[config.mk]
export PLATFORM = sky130hd
export DESIGN_NAME = irq_vec_ctrl
export DESIGN_NICKNAME = d
export VERILOG_FILES = /design/src/rtl/irq_pkg.sv /design/src/rtl/irq_ext_sync.sv /design/src/rtl/irq_arbiter.sv /design/src/rtl/irq_level_stack.sv /design/src/rtl/irq_vec_ctrl.sv
export SDC_FILE = /design/constraint.sdc
export NUM_CORES = 1
export LEC_CHECK = 0
export ABC_AREA = 1
export BUFFER_PORTS_ARGS = -buffer_cell sky130_fd_sc_hd__buf_2
export CAP_MARGIN = 15
export CORE_ASPECT_RATIO = 1.1
export CORE_MARGIN = 2
export CORE_UTILIZATION = 49
export DETAILED_ROUTE_END_ITERATION = 12
export PLACE_DENSITY = 0.83
export RECOVER_POWER = 25
export SLEW_MARGIN = 10
export SYNTH_ARGS = -nofsm -noshare
export SYNTH_HDL_FRONTEND = slang
export SYNTH_SLANG_ARGS = --single-unit
export TNS_END_PERCENT = 30
[constraint.sdc]
create_clock -name clk -period 3.2 [get_ports clk]
set_input_delay 0.48 -clock clk [delete_from_list [all_inputs] [get_ports clk]]
set_output_delay 0.48 -clock clk [all_outputs]
set_load 0.02 [all_outputs]
[src/rtl/irq_pkg.sv]
// Shared constants and types for the interrupt controller.
// Assumes eight sources in fixed polling order and four priority levels.
package irq_pkg;
    localparam int NSRC = 8;
    localparam int NEXT = 4;
    localparam int NTMR = 2;
    localparam int NLVL = 4;
    localparam int LVLW = $clog2(NLVL);
    localparam int IDXW = $clog2(NSRC);
    localparam int VECW = 8;
    localparam int VEC_SHIFT = 3;
    localparam logic [VECW-1:0] VEC_BASE = 8'h03;

    typedef logic [LVLW-1:0] lvl_t;
    typedef logic [IDXW-1:0] idx_t;

    // Source slots in polling order, highest first
    typedef enum logic [IDXW-1:0] {
        SRC_EXT0, SRC_TMR0, SRC_EXT1, SRC_TMR1,
        SRC_SER,  SRC_TMR2, SRC_EXT2, SRC_EXT3
    } src_e;

    // Vector address for a given polling slot
    function automatic logic [VECW-1:0] vec_of(idx_t idx);
        return VEC_BASE + (VECW'(idx) << VEC_SHIFT);
    endfunction
endpackage

[src/rtl/irq_ext_sync.sv]
// One external request channel: synchronizer, falling-edge detector and
// request flag. Assumes an active-low asynchronous pin. In edge mode the
// flag is latched on a 1-to-0 step of the synchronized value and dropped on
// clr; in level mode the request follows the pin and the flag is held at 0.
module irq_ext_sync #(
    parameter int SYNC_STAGES = 2
) (
    input  logic clk,
    input  logic rst_n,
    input  logic pin_n,
    input  logic edge_mode,
    input  logic clr,
    output logic req
);
    logic [SYNC_STAGES-1:0] sync_q;
    logic                   sampled;
    logic                   prev_q;
    logic                   fall;
    logic                   flag_q;

    assign sampled = sync_q[SYNC_STAGES-1];
    assign fall    = prev_q & ~sampled;

    // Shift the pin through the synchronizer; idle value is high
    always_ff @(posedge clk) begin
        if (!rst_n) sync_q <= '1;
        else        sync_q <= {sync_q[SYNC_STAGES-2:0], pin_n};
    end

    // Remember the previous synchronized sample for edge detection
    always_ff @(posedge clk) begin
        if (!rst_n) prev_q <= 1'b1;
        else        prev_q <= sampled;
    end

    // Edge flag: a new edge beats a clear in the same cycle
    always_ff @(posedge clk) begin
        if (!rst_n)          flag_q <= 1'b0;
        else if (!edge_mode) flag_q <= 1'b0;
        else if (fall)       flag_q <= 1'b1;
        else if (clr)        flag_q <= 1'b0;
    end

    // Select the request source by mode
    always_comb begin
        req = edge_mode ? flag_q : ~sampled;
    end
endmodule

[src/rtl/irq_arbiter.sv]
// Combinational winner selection. Assumes masked requests at the input.
// The highest level wins; on a tie the lowest slot index wins.
module irq_arbiter
    import irq_pkg::*;
(
    input  logic [NSRC-1:0] req,
    input  logic [NSRC-1:0] pri_hi,
    input  logic [NSRC-1:0] pri_lo,
    output logic            found,
    output idx_t            win_idx,
    output lvl_t            win_lvl,
    output logic [NSRC-1:0] grant
);
    lvl_t src_lvl [NSRC];

    // Form each source's level from its two priority bits
    always_comb begin
        for (int i = 0; i < NSRC; i++) begin
            src_lvl[i] = {pri_hi[i], pri_lo[i]};
        end
    end

    // Scan low to high level, high to low slot: the last hit is the winner
    always_comb begin
        found   = 1'b0;
        win_idx = '0;
        win_lvl = '0;
        for (int l = 0; l < NLVL; l++) begin
            for (int i = NSRC - 1; i >= 0; i--) begin
                if (req[i] && src_lvl[i] == lvl_t'(l)) begin
                    found   = 1'b1;
                    win_idx = idx_t'(i);
                    win_lvl = lvl_t'(l);
                end
            end
        end
    end

    // One-hot grant of the winning slot
    always_comb begin
        grant = '0;
        if (found) grant[win_idx] = 1'b1;
    end
endmodule

[src/rtl/irq_level_stack.sv]
// In-service level tracker: one bit per priority level. A push marks a
// level; a pop releases the highest marked level. Assumes the caller pushes
// only a level above the current top.
module irq_level_stack
    import irq_pkg::*;
(
    input  logic            clk,
    input  logic            rst_n,
    input  logic            push,
    input  lvl_t            push_lvl,
    input  logic            pop,
    output logic [NLVL-1:0] active,
    output logic            any,
    output lvl_t            top_lvl
);
    logic [NLVL-1:0] pop_mask;
    logic [NLVL-1:0] push_mask;

    // Find the highest level in service
    always_comb begin
        any     = |active;
        top_lvl = '0;
        for (int l = 0; l < NLVL; l++) begin
            if (active[l]) top_lvl = lvl_t'(l);
        end
    end

    // Build the release and mark masks for this cycle
    always_comb begin
        pop_mask  = '0;
        push_mask = '0;
        if (pop && any) pop_mask[top_lvl] = 1'b1;
        if (push)       push_mask[push_lvl] = 1'b1;
    end

    // Update the in-service bits: release first, then mark
    always_ff @(posedge clk) begin
        if (!rst_n) active <= '0;
        else        active <= (active & ~pop_mask) | push_mask;
    end
endmodule

[src/rtl/irq_vec_ctrl.sv]
// Top of the prioritized vectored interrupt controller. Collects the eight
// source requests, applies enables, arbitrates, gates the winner against
// the in-service levels and clears flags on a vector take. Assumes the core
// asserts vec_take only while irq_req is high and that all strobes are one
// cycle wide.
module irq_vec_ctrl
    import irq_pkg::*;
#(
    parameter int SYNC_STAGES = 2
) (
    input  logic            clk,
    input  logic            rst_n,
    input  logic            glb_en,
    input  logic [NSRC-1:0] src_en,
    input  logic [NSRC-1:0] pri_hi,
    input  logic [NSRC-1:0] pri_lo,
    input  logic [NEXT-1:0] ext_mode,
    input  logic [NEXT-1:0] ext_n,
    input  logic            tmr0_ovf,
    input  logic            tmr1_ovf,
    input  logic            ser_rx,
    input  logic            ser_tx,
    input  logic            t2_ovf,
    input  logic            t2_ext,
    input  logic            vec_take,
    input  logic            reti,
    output logic            irq_req,
    output logic [IDXW-1:0] irq_src,
    output logic [LVLW-1:0] irq_lvl,
    output logic [VECW-1:0] irq_vec,
    output logic [NSRC-1:0] pend_flags
);
    localparam int EXT_SLOT [NEXT] = '{int'(SRC_EXT0), int'(SRC_EXT1), int'(SRC_EXT2), int'(SRC_EXT3)};
    localparam int TMR_SLOT [NTMR] = '{int'(SRC_TMR0), int'(SRC_TMR1)};

    logic [NEXT-1:0] ext_req;
    logic [NTMR-1:0] tmr_set;
    logic [NTMR-1:0] tmr_flag;
    logic [NSRC-1:0] masked;
    logic [NSRC-1:0] grant;
    logic [NSRC-1:0] clr_src;
    logic            found;
    idx_t            win_idx;
    lvl_t            win_lvl;
    logic [NLVL-1:0] isr_act;
    logic            isr_any;
    lvl_t            isr_top;
    logic            accept;
    logic            take;

    assign tmr_set = {tmr1_ovf, tmr0_ovf};

    // External channels, one per pin
    for (genvar g = 0; g < NEXT; g++) begin : g_ext
        irq_ext_sync #(.SYNC_STAGES(SYNC_STAGES)) u_ext (
            .clk       (clk),
            .rst_n     (rst_n),
            .pin_n     (ext_n[g]),
            .edge_mode (ext_mode[g]),
            .clr       (clr_src[EXT_SLOT[g]]),
            .req       (ext_req[g])
        );
    end

    // Timer overflow flags, set by pulse and cleared on vector take
    for (genvar t = 0; t < NTMR; t++) begin : g_tmr
        // Hold the overflow until vectored; a new pulse beats a clear
        always_ff @(posedge clk) begin
            if (!rst_n)                    tmr_flag[t] <= 1'b0;
            else if (tmr_set[t])           tmr_flag[t] <= 1'b1;
            else if (clr_src[TMR_SLOT[t]]) tmr_flag[t] <= 1'b0;
        end
    end

    // Gather the raw requests into polling-order slots
    always_comb begin
        pend_flags = '0;
        for (int g = 0; g < NEXT; g++) pend_flags[EXT_SLOT[g]] = ext_req[g];
        for (int t = 0; t < NTMR; t++) pend_flags[TMR_SLOT[t]] = tmr_flag[t];
        pend_flags[SRC_SER]  = ser_rx | ser_tx;
        pend_flags[SRC_TMR2] = t2_ovf | t2_ext;
    end

    // Apply global and per-source enables
    always_comb begin
        masked = glb_en ? (pend_flags & src_en) : '0;
    end

    irq_arbiter u_arb (
        .req     (masked),
        .pri_hi  (pri_hi),
        .pri_lo  (pri_lo),
        .found   (found),
        .win_idx (win_idx),
        .win_lvl (win_lvl),
        .grant   (grant)
    );

    // Offer the winner only if it outranks every level in service
    always_comb begin
        accept = found && (!isr_any || (win_lvl > isr_top));
        take   = vec_take && accept;
    end

    // Hardware clears apply to timers and to edge-mode external slots
    always_comb begin
        clr_src = '0;
        if (take) begin
            for (int t = 0; t < NTMR; t++) clr_src[TMR_SLOT[t]] = grant[TMR_SLOT[t]];
            for (int g = 0; g < NEXT; g++) clr_src[EXT_SLOT[g]] = grant[EXT_SLOT[g]] & ext_mode[g];
        end
    end

    irq_level_stack u_isr (
        .clk      (clk),
        .rst_n    (rst_n),
        .push     (take),
        .push_lvl (win_lvl),
        .pop      (reti),
        .active   (isr_act),
        .any      (isr_any),
        .top_lvl  (isr_top)
    );

    // Drive the core-facing request outputs
    always_comb begin
        irq_req = accept;
        irq_src = accept ? win_idx : '0;
        irq_lvl = accept ? win_lvl : '0;
        irq_vec = accept ? vec_of(win_idx) : '0;
    end
endmodule

# Word level (Yosys, flattened, before mapping)
# Index checks and enable logic that the tools add are counted.
# W data, S select, Z words.
# totals
ff_bits	22
inputBits	43
output_inout_bits	22
elab_cells	246
# op_classes
bitwise_logic	18
addsub	1
n_lt_le_gt_ge	7
mux	122
n_reduce_logical	59
n_eq_ne	24
# op_table
op	count
$mux W3	33
$mux W1	60
$mux W2	20
$logic_and A1 B1 Y1	38
$eq A2 B2 Y1 const B	16
$eq A2 B1 Y1 const B	8
$logic_not A2 Y1	8
$mux W8	2
$mux W4	3
$reduce_bool A2 Y1	6
$and A1 B1 Y1	8
$and A8 B8 Y8	1
$reduce_and A2 Y1	4
$add A2 B6 Y7 const A	1
$mux W7	1
$lt A2 B3 Y1 const B	2
$and A4 B4 Y4	1
$demux W1 S2	2
$ge A2 B1 Y1 const B	2
$lt A3 B4 Y1 const B	1
$not A1 Y1	4
$not A4 Y4	1
$or A4 B4 Y4	1
$reduce_or A4 Y1	1
6 further kinds	7

# Longest topological paths before layout
# Gate-level depths: netlist (run 1).
# depth
ltp_word	46
ltp_mapped	37

# Modules after synthesis
# A second synthesis (run 1) with hierarchy kept.
# unflattened
hier_cells	311
hier_area_um2	1790.5
# modules_own_cells
module	area_per_inst_um2	cells_per_inst	n_inst
irq_arbiter	668.1	142	1
irq_ext_sync	135.1	17	4
irq_vec_ctrl	389.1	73	1
irq_level_stack	192.7	28	1

# Worst setup path before layout (run 1)
# Ideal clock, no wire load.
# synth_timing
kind	input to output
startpoint	input port glb_en
endpoint	output port irq_vec[4]
required_time_ns	2.720
stages	16
arrival_time_ns	2.935
path_slack_ns	-0.215
path_cell_list	buf_6 > nand3_1 > nor3_1 > or2_1 > nor2_1 > nand2_1 > nor2_1 > inv_1 > ha_1 > inv_1 > nor2_1 > o21ai_0 > o31ai_1 > nand2_2 > nor3_1 > buf_4
# synth_between
elab_chain_len	36
elab_cells_between_ends	126
cone_classes	add/sub (1); order compare (1); mux (90); reduce/logical (34)
# synth_rtl
element	line	text
start: declaration	irq_vec_ctrl.sv:13	input logic glb_en,
$mux W8 (*)	irq_vec_ctrl.sv:86	masked = glb_en ? (pend_flags & src_en) : '0;
$logic_and A1 B1 Y1	irq_arbiter.sv:30	if (req[i] && src_lvl[i] == lvl_t'(l)) begin
$mux W3 / $mux W1 (equally long branches) (32 in series)	irq_arbiter.sv:30	
$add A2 B6 Y7 / $logic_and A1 B1 Y1 (equally long branches)	irq_pkg.sv:25, irq_vec_ctrl.sv:101	
$mux W7 (*)	irq_vec_ctrl.sv:130	irq_vec = accept ? vec_of(win_idx) : '0;
end: declaration	irq_vec_ctrl.sv:30	output logic [VECW-1:0] irq_vec,
# Mark *: on every way between the ends. The rest lies on a longest branch, timed or not.

# Final worst setup path (run 1)
# layout_timing
startpoint	register tmr_flag[0], in the netlist pend_flags[1]
endpoint	output port irq_vec[3]
# layout_between
elab_chain_len	31
elab_cells_between_ends	81
cone_classes	add/sub (1); order compare (1); mux (72); bitwise (1); reduce/logical (6)
# layout_rtl
element	line	text
start: declaration	irq_vec_ctrl.sv:38	logic [NTMR-1:0] tmr_flag;
start signal: indexed assignment	irq_vec_ctrl.sv:69	if (!rst_n) tmr_flag[t] <= 1'b0;
start signal: indexed assignment	irq_vec_ctrl.sv:70	else if (tmr_set[t]) tmr_flag[t] <= 1'b1;
start signal: indexed assignment	irq_vec_ctrl.sv:71	else if (clr_src[TMR_SLOT[t]]) tmr_flag[t] <= 1'b0;
$and A8 B8 Y8 (*)	irq_vec_ctrl.sv:86	
$mux W8 (*)	irq_vec_ctrl.sv:86	
$logic_and A1 B1 Y1	irq_arbiter.sv:30	
$mux W3 / $mux W1 (equally long branches) (26 in series)	irq_arbiter.sv:30	
$add A2 B6 Y7 / $logic_and A1 B1 Y1 (equally long branches)	irq_pkg.sv:25, irq_vec_ctrl.sv:101	
$mux W7 (*)	irq_vec_ctrl.sv:130	
# Marks and branches as above.

==> results of run 1 <==
## registers in the layout (all words and copies together) (netlist names)
name and cells:
g_ext.u_ext.prev_q 4, g_ext.u_ext.sync_q 8, pend_flags 2, u_isr.active 4
g_ext.u_ext.flag_q 4
## critical path, cell delays in order, from the launching register on
cell	delay (ns)
dfxtp_1	0.34
nand3_1	0.15
inv_1	0.10
nand3_1	0.14
nand2_1	0.13
nor2_2	0.20
nand2_2	0.11
nor2_2	0.13
inv_2	0.07
ha_4	0.27
inv_2	0.04
nor2_4	0.12
o21ai_2	0.07
o31ai_2	0.07
nand2_2	0.18
buf_4	0.19
nor2_4	0.10
buf_6	0.13
## metrics by stage
step                worst slack [ns]  power (mW)  hold WS [ns]  cells   util
floorplan                   -0.00451       0.487         0.393    292      -
global placement             -0.0493       0.559         0.394    397  0.617
detailed placement           -0.0818       0.564         0.400    397  0.617
CTS                          -0.0119       0.788         0.352    405  0.661
global route                  -0.472       0.908         0.333    409  0.709
finish                        -0.148       0.856         0.356    409  0.709
## metal layers
| metal | part of all wire | global-route usage | up-vias |
|---|---|---|---|
| li1 | - | - | 1034 |
| met1 | 0.37 | 0.241 | 937 |
| met2 | 0.49 | 0.449 | 124 |
| met3 | 0.075 | 0.0509 | 44 |
| met4 | 0.066 | 0.152 | 0 |
| met5 | 0 | 0 | - |
## cell families (layout without fill, tap and decap cells)
kind of cell               after synthesis  in the layout  synth area share
and+or+nand+nor                        179            179             0.466
buffers and inverters                   59            128             0.163
AOI/OAI and AO/OA                       27             27            0.0999
DFF                                     22             22             0.255
adders and majority gates                2              2            0.0145
other                                    1              3           0.00217
## cell type report
class,instances,area (um2)
fillers,290,976
multi-input cells,211,1170
repair buffers,80,492
well taps,48,60.1
clock inverters,1,30.0
clock buffers,3,22.5
flip-flops and latches,22,443
inverters,44,165
## Yosys cell counts
library cell	n
nand2_1	83
inv_1	41
nand3_1	35
nor2_1	32
dfxtp_1	22
buf_4	12
a21oi_1	8
or2_2	8
nor3_1	5
nand2_2	4
o21ai_0	4
a21oi_2	3
a31oi_1	3
inv_2	3
o21bai_1	3
buf_6	2
ha_1	2
nand3_2	2
nand4_1	2
nor2_4	2
o31ai_1	2
or2_1	2
and2_1	1
clkbuf_1	1
conb_1	1
nand2_4	1
nand3b_1	1
nor2_2	1
o21a_1	1
o21ai_1	1
o21ai_2	1
o41ai_1	1
## what timing repair did
item	4_1_cts	5_1_grt
pin swaps	8	8
setup endpoints to repair	10	17
hold buffers	0	0
buffers inserted	4	4
cloned	0	0
gates resized for setup	20	39
## how the worst min path moves through the flow
| stage | from | to | slack [ns] | depth (start not counted) |
|---|---|---|---|---|
| after floorplan | g_ext[0].u_ext.sync_q[0]$_SDFF_PN1_ | g_ext[0].u_ext.sync_q[1]$_SDFF_PN1_ | 0.39 | 1 |
| after global placement | g_ext[1].u_ext.sync_q[0]$_SDFF_PN1_ | g_ext[1].u_ext.sync_q[1]$_SDFF_PN1_ | 0.39 | 1 |
| after detailed placement | g_ext[0].u_ext.sync_q[0]$_SDFF_PN1_ | g_ext[0].u_ext.sync_q[1]$_SDFF_PN1_ | 0.40 | 1 |
| after CTS | ext_n[3] | g_ext[3].u_ext.sync_q[0]$_SDFF_PN1_ | 0.35 | 2 |
| after global routing | ext_n[2] | g_ext[2].u_ext.sync_q[0]$_SDFF_PN1_ | 0.33 | 2 |
| final | ext_n[3] | g_ext[3].u_ext.sync_q[0]$_SDFF_PN1_ | 0.36 | 2 |
## report_power, final
| group | switching (mW) | total (mW) | internal, mW | leakage, nW |
|---|---|---|---|---|
| Combinational | 0.212 | 0.358 | 0.147 | 1.13 |
| Sequential | 0.00682 | 0.293 | 0.286 | 0.182 |
| Clock | 0.0783 | 0.205 | 0.127 | 0.0279 |
| Total | 0.297 | 0.856 | 0.559 | 1.34 |
==> results.toml, run 1 <==
[outcome]
status = "complete, but fails checks"
violations = "negative setup slack"

[yosys]
yosysTopAreaCell = "dfxtp_1"
ys_seq_elements = 22
yosys.area.top_type_share = 0.255
ys_types = 32
synth_area_leaders = "dfxtp_1 25%, nand2_1 18%, nand3_1 10%, inv_1 8.9%, nor2_1 6.9%"
syn_area_mm2 = 0.00173
synth_warnings = 0
avgSynthCellArea_um2 = 5.96
synth_seq_area_share = 0.255
netlist_instances = 290

[global_routing]
antenna_found_initial = 0
grt-ovfl-total = 0
grt_pass1_wl_um = 7510
track_usage = 0.245
grt_pass1_vias = 1970
grt_max_degree = 15

[routing]
wl_um = 5380
wire_per_inst_um = 13.2
drc = 0
vias = 2139
drtAntennaViolNets = 0
first_pass_iters = 4
viasPerCell = 5.23
drt-initial-drc-count = 142

[setup_path]
startpoint = "pend_flags[1]$_SDFFE_PN0P_"
worstPathMaxFanout = 6
reg2reg_slack_ns = 0.17
critPathRequiredTime_ns = 2.72
criticalPathCategory = "register to output port"
critPathCapture = "irq_vec[3]"
cp-end-kind = "output port"
worstSetupStartpointType = "register"
worstPathArrival_ns = 2.87
reg2reg_to = "pend_flags[1]$_SDFFE_PN0P_"
r2r_cells = 20
timing.rr.start = "pend_flags[1]$_SDFFE_PN0P_"

[sta]
finalCriticalPeriod_ns = 3.35
fmax_mhz = 299
skew_ns = 0.00373
fin_setup_tns_ns = -0.832
final.setup.worst_slack_ns = -0.148
hold_viol_final = 0
slew_violations = 0
period_share = 1.05
finalSetupViolations = 11
rsz0062_at_grt = "true"

[cts]
cts_buffers = 3
root_buffer = "clkbuf_4"
cts_sinks = 22
tritoncts = "built"
cts_max_level = 1
clk_latency_ns = 0.30
clk_pin_slew_ns = 0.11
clockBufferDepth = 2

[floorplan]
start_util = 0.515
core_mm2 = 0.00336
ioPinCount = 65
row_count = 22
die_y_um = 66.3
dieArea_mm2 = 0.00402
die_width_um = 60.6

[placement]
place_congestion = 0.965
hpwl_um = 3620
io_buffers = 61
placed_cell_area_mm2 = 0.00207

[power_and_ir_drop]
power_leakage_nw = 1.34
vdd_drop_max_uv = 359
cellPowerDensity_mw_per_mm2 = 359

[cells_and_area]
mostFrequentLayoutCells = "78 x nand2_1, 51 x buf_2, 38 x inv_1, 33 x nand3_1, 22 x buf_4"
final_common_cell = "nand2_1"
fin_nets = 407
area_growth_pct = 37.8
n_antenna_cell = 0
final_area_mm2 = 0.00238
drive_gt1_frac = 0.388

[hold_path]
holdCritPathClass = "primary input to register"

[flow_run]
max_cap_violations = 0
No activity file was read; power rests on OpenSTA's default activity.
==> run 2: changes to the inputs <==
- CORE_MARGIN: 2 -> not set
==> run 2 against run 1 <==
  * The run still ends with negative setup slack left
  * Maximum frequency is 2.2% higher
  * Register-to-register slack improved by 0.14 ns
  * Hold slack worse by 0.0076 ns
  * Utilization is 0.34 points higher
  * Sequential power barely moved
  * Wire length fell by 9.1%
  * Critical endpoint is now irq_src[0]
==> results.toml, run 2 (synthesis gave the netlist of run 1 again) <==
[global_routing]
gr-usage-met1 = 0.302
grt-ovfl-total = 0
grt_max_degree = 15
grt_pass1_wl_um = 7130
antenna_found_initial = 0
grtUsageMet3 = 0.0243
grt-busiest-layer = "met2"
grt_pass1_vias = 1738
track_usage = 0.245
use_met2 = 0.428

[setup_path]
worstPathArrival_ns = 2.80
crit_top_cell = "nand2_1"
worstSetupStartpointType = "register"
reg2reg_slack_ns = 0.31
cp-end-kind = "output port"
cp_slowest_cell = "dfxtp_2"
timing.rr.start = "pend_flags[1]$_SDFFE_PN0P_"
reg2reg_to = "pend_flags[1]$_SDFFE_PN0P_"
criticalPathCategory = "register to output port"
cpPeakStageDelay_ns = 0.35
r2r_cells = 20
critPathRequiredTime_ns = 2.72
worstPathMaxFanout = 4

[hold_path]
whs_path_depth = 2
hold_path_end = "g_ext[3].u_ext.sync_q[0]$_SDFF_PN1_"
hold_start = "ext_n[3]"
holdCritPathClass = "primary input to register"

[routing]
drt-initial-drc-count = 165
vias = 2073
drtAntennaViolNets = 0
wire_per_inst_um = 12.0
first_pass_iters = 5
viasPerCell = 5.07
wl_um = 4890
drc = 0

[sta]
rsz0062_at_grt = "true"
skew_ns = 0.00675
hold_viol_final = 0
slew_violations = 0
finalSetupViolations = 3
finalCriticalPeriod_ns = 3.28
final.setup.worst_slack_ns = -0.0752
fmax_mhz = 305
period_share = 1.02
hold_ws_ns = 0.349
fin_setup_tns_ns = -0.153

[cells_and_area]
n_antenna_cell = 0
largest_reg_flops = 8
area_growth_pct = 38.4
final_common_cell = "nand2_1"
largest-register = "g_ext.u_ext.sync_q"
mostFrequentLayoutCells = "73 x nand2_1, 56 x buf_2, 39 x inv_1, 28 x nand3_1, 23 x nor2_1"
multi_input_area_mm2 = 0.00120
fin_nets = 407
drive_gt1_frac = 0.413
nFillCells = 279
final_cells = 409
seq_area_um2 = 445

[placement]
place_inst = 397
place_congestion = 0.949
io_buffers = 61
hpwl_um = 3570
place_worst_setup_slack_ns = -0.0955

[cts]
clk_pin_slew_ns = 0.12
cts_buffers = 3
cts_max_level = 1
clockBufferDepth = 2
root_buffer = "clkbuf_4"
cts_sinks = 22
tritoncts = "built"
clk_latency_ns = 0.31
postCtsHoldBufs = 0

[flow_run]
max_cap_violations = 0

[outcome]
violations = "negative setup slack"
status = "complete, but fails checks"

[floorplan]
dieArea_mm2 = 0.00377
start_util = 0.515
die_width_um = 58.6
ioPinCount = 65
core_mm2 = 0.00336
die_y_um = 64.3
row_count = 22

[power_and_ir_drop]
cellPowerDensity_mw_per_mm2 = 348
vdd_drop_max_uv = 401
power_leakage_nw = 1.34
==> run 2: how the worst max path moves through the flow <==
stage	startpoint	to	slack, ns	cells past startpoint
6_report	g_ext[3].u_ext.flag_q$_SDFFE_PN0P_	irq_src[0]	-0.08	35
5_1_grt	g_ext[3].u_ext.flag_q$_SDFFE_PN0P_	irq_src[0]	-0.44	35
4_1_cts	g_ext[3].u_ext.flag_q$_SDFFE_PN0P_	irq_src[0]	0.008	35
3_5_place_dp	glb_en	irq_src[0]	-0.1	36
3_3_place_gp	glb_en	irq_src[0]	-0.03	36
2_1_floorplan	glb_en	irq_vec[4]	-0.005	16
==> run 2: layer usage <==
metal,part of all wire,vias up
met5,0,-
met4,0.016,0
met3,0.070,11
met2,0.51,93
met1,0.41,924
li1,-,1045
==> run 2: worst max-delay path, delay by kind of cell (launching register included) <==
kind / cells / cell delay, ns
buffers and inverters: 2 / 0.16
and+or+nand+nor: 33 / 1.97
DFF: 1 / 0.35
==> run 2: layout make-up <==
| type | instances | area share |
|---|---|---|
| Tap cell | 48 | 0.0251 |
| Multi-Input combinational cell | 211 | 0.501 |
| Clock inverter | 1 | 0.0125 |
| Inverter | 44 | 0.0690 |
| Clock buffer | 3 | 0.00941 |
| Timing Repair Buffer | 80 | 0.197 |
| Sequential cell | 22 | 0.186 |
==> run 2: metrics by stage <==
stage	total power, mW	utilization	instance area, um2
6_report	0.833	0.713	2390
3_5_place_dp	0.564	0.617	2070
3_3_place_gp	0.557	0.617	2070
2_1_floorplan	0.487	-	1740
5_1_grt	0.879	0.713	2390
4_1_cts	0.808	0.670	2250
==> run 2: what timing repair did <==
item / 4_1_cts / 5_1_grt
cloned: 0 / 0
pin swaps: 9 / 13
resized for setup: 20 / 39
buffers inserted: 7 / 1
setup endpoints to repair: 9 / 12
==> run 2: where the power goes <==
part | switching, mW | internal [mW] | total, mW
clock | 0.0811 | 0.127 | 0.208
combinational | 0.199 | 0.135 | 0.334
sequential | 0.00626 | 0.286 | 0.292
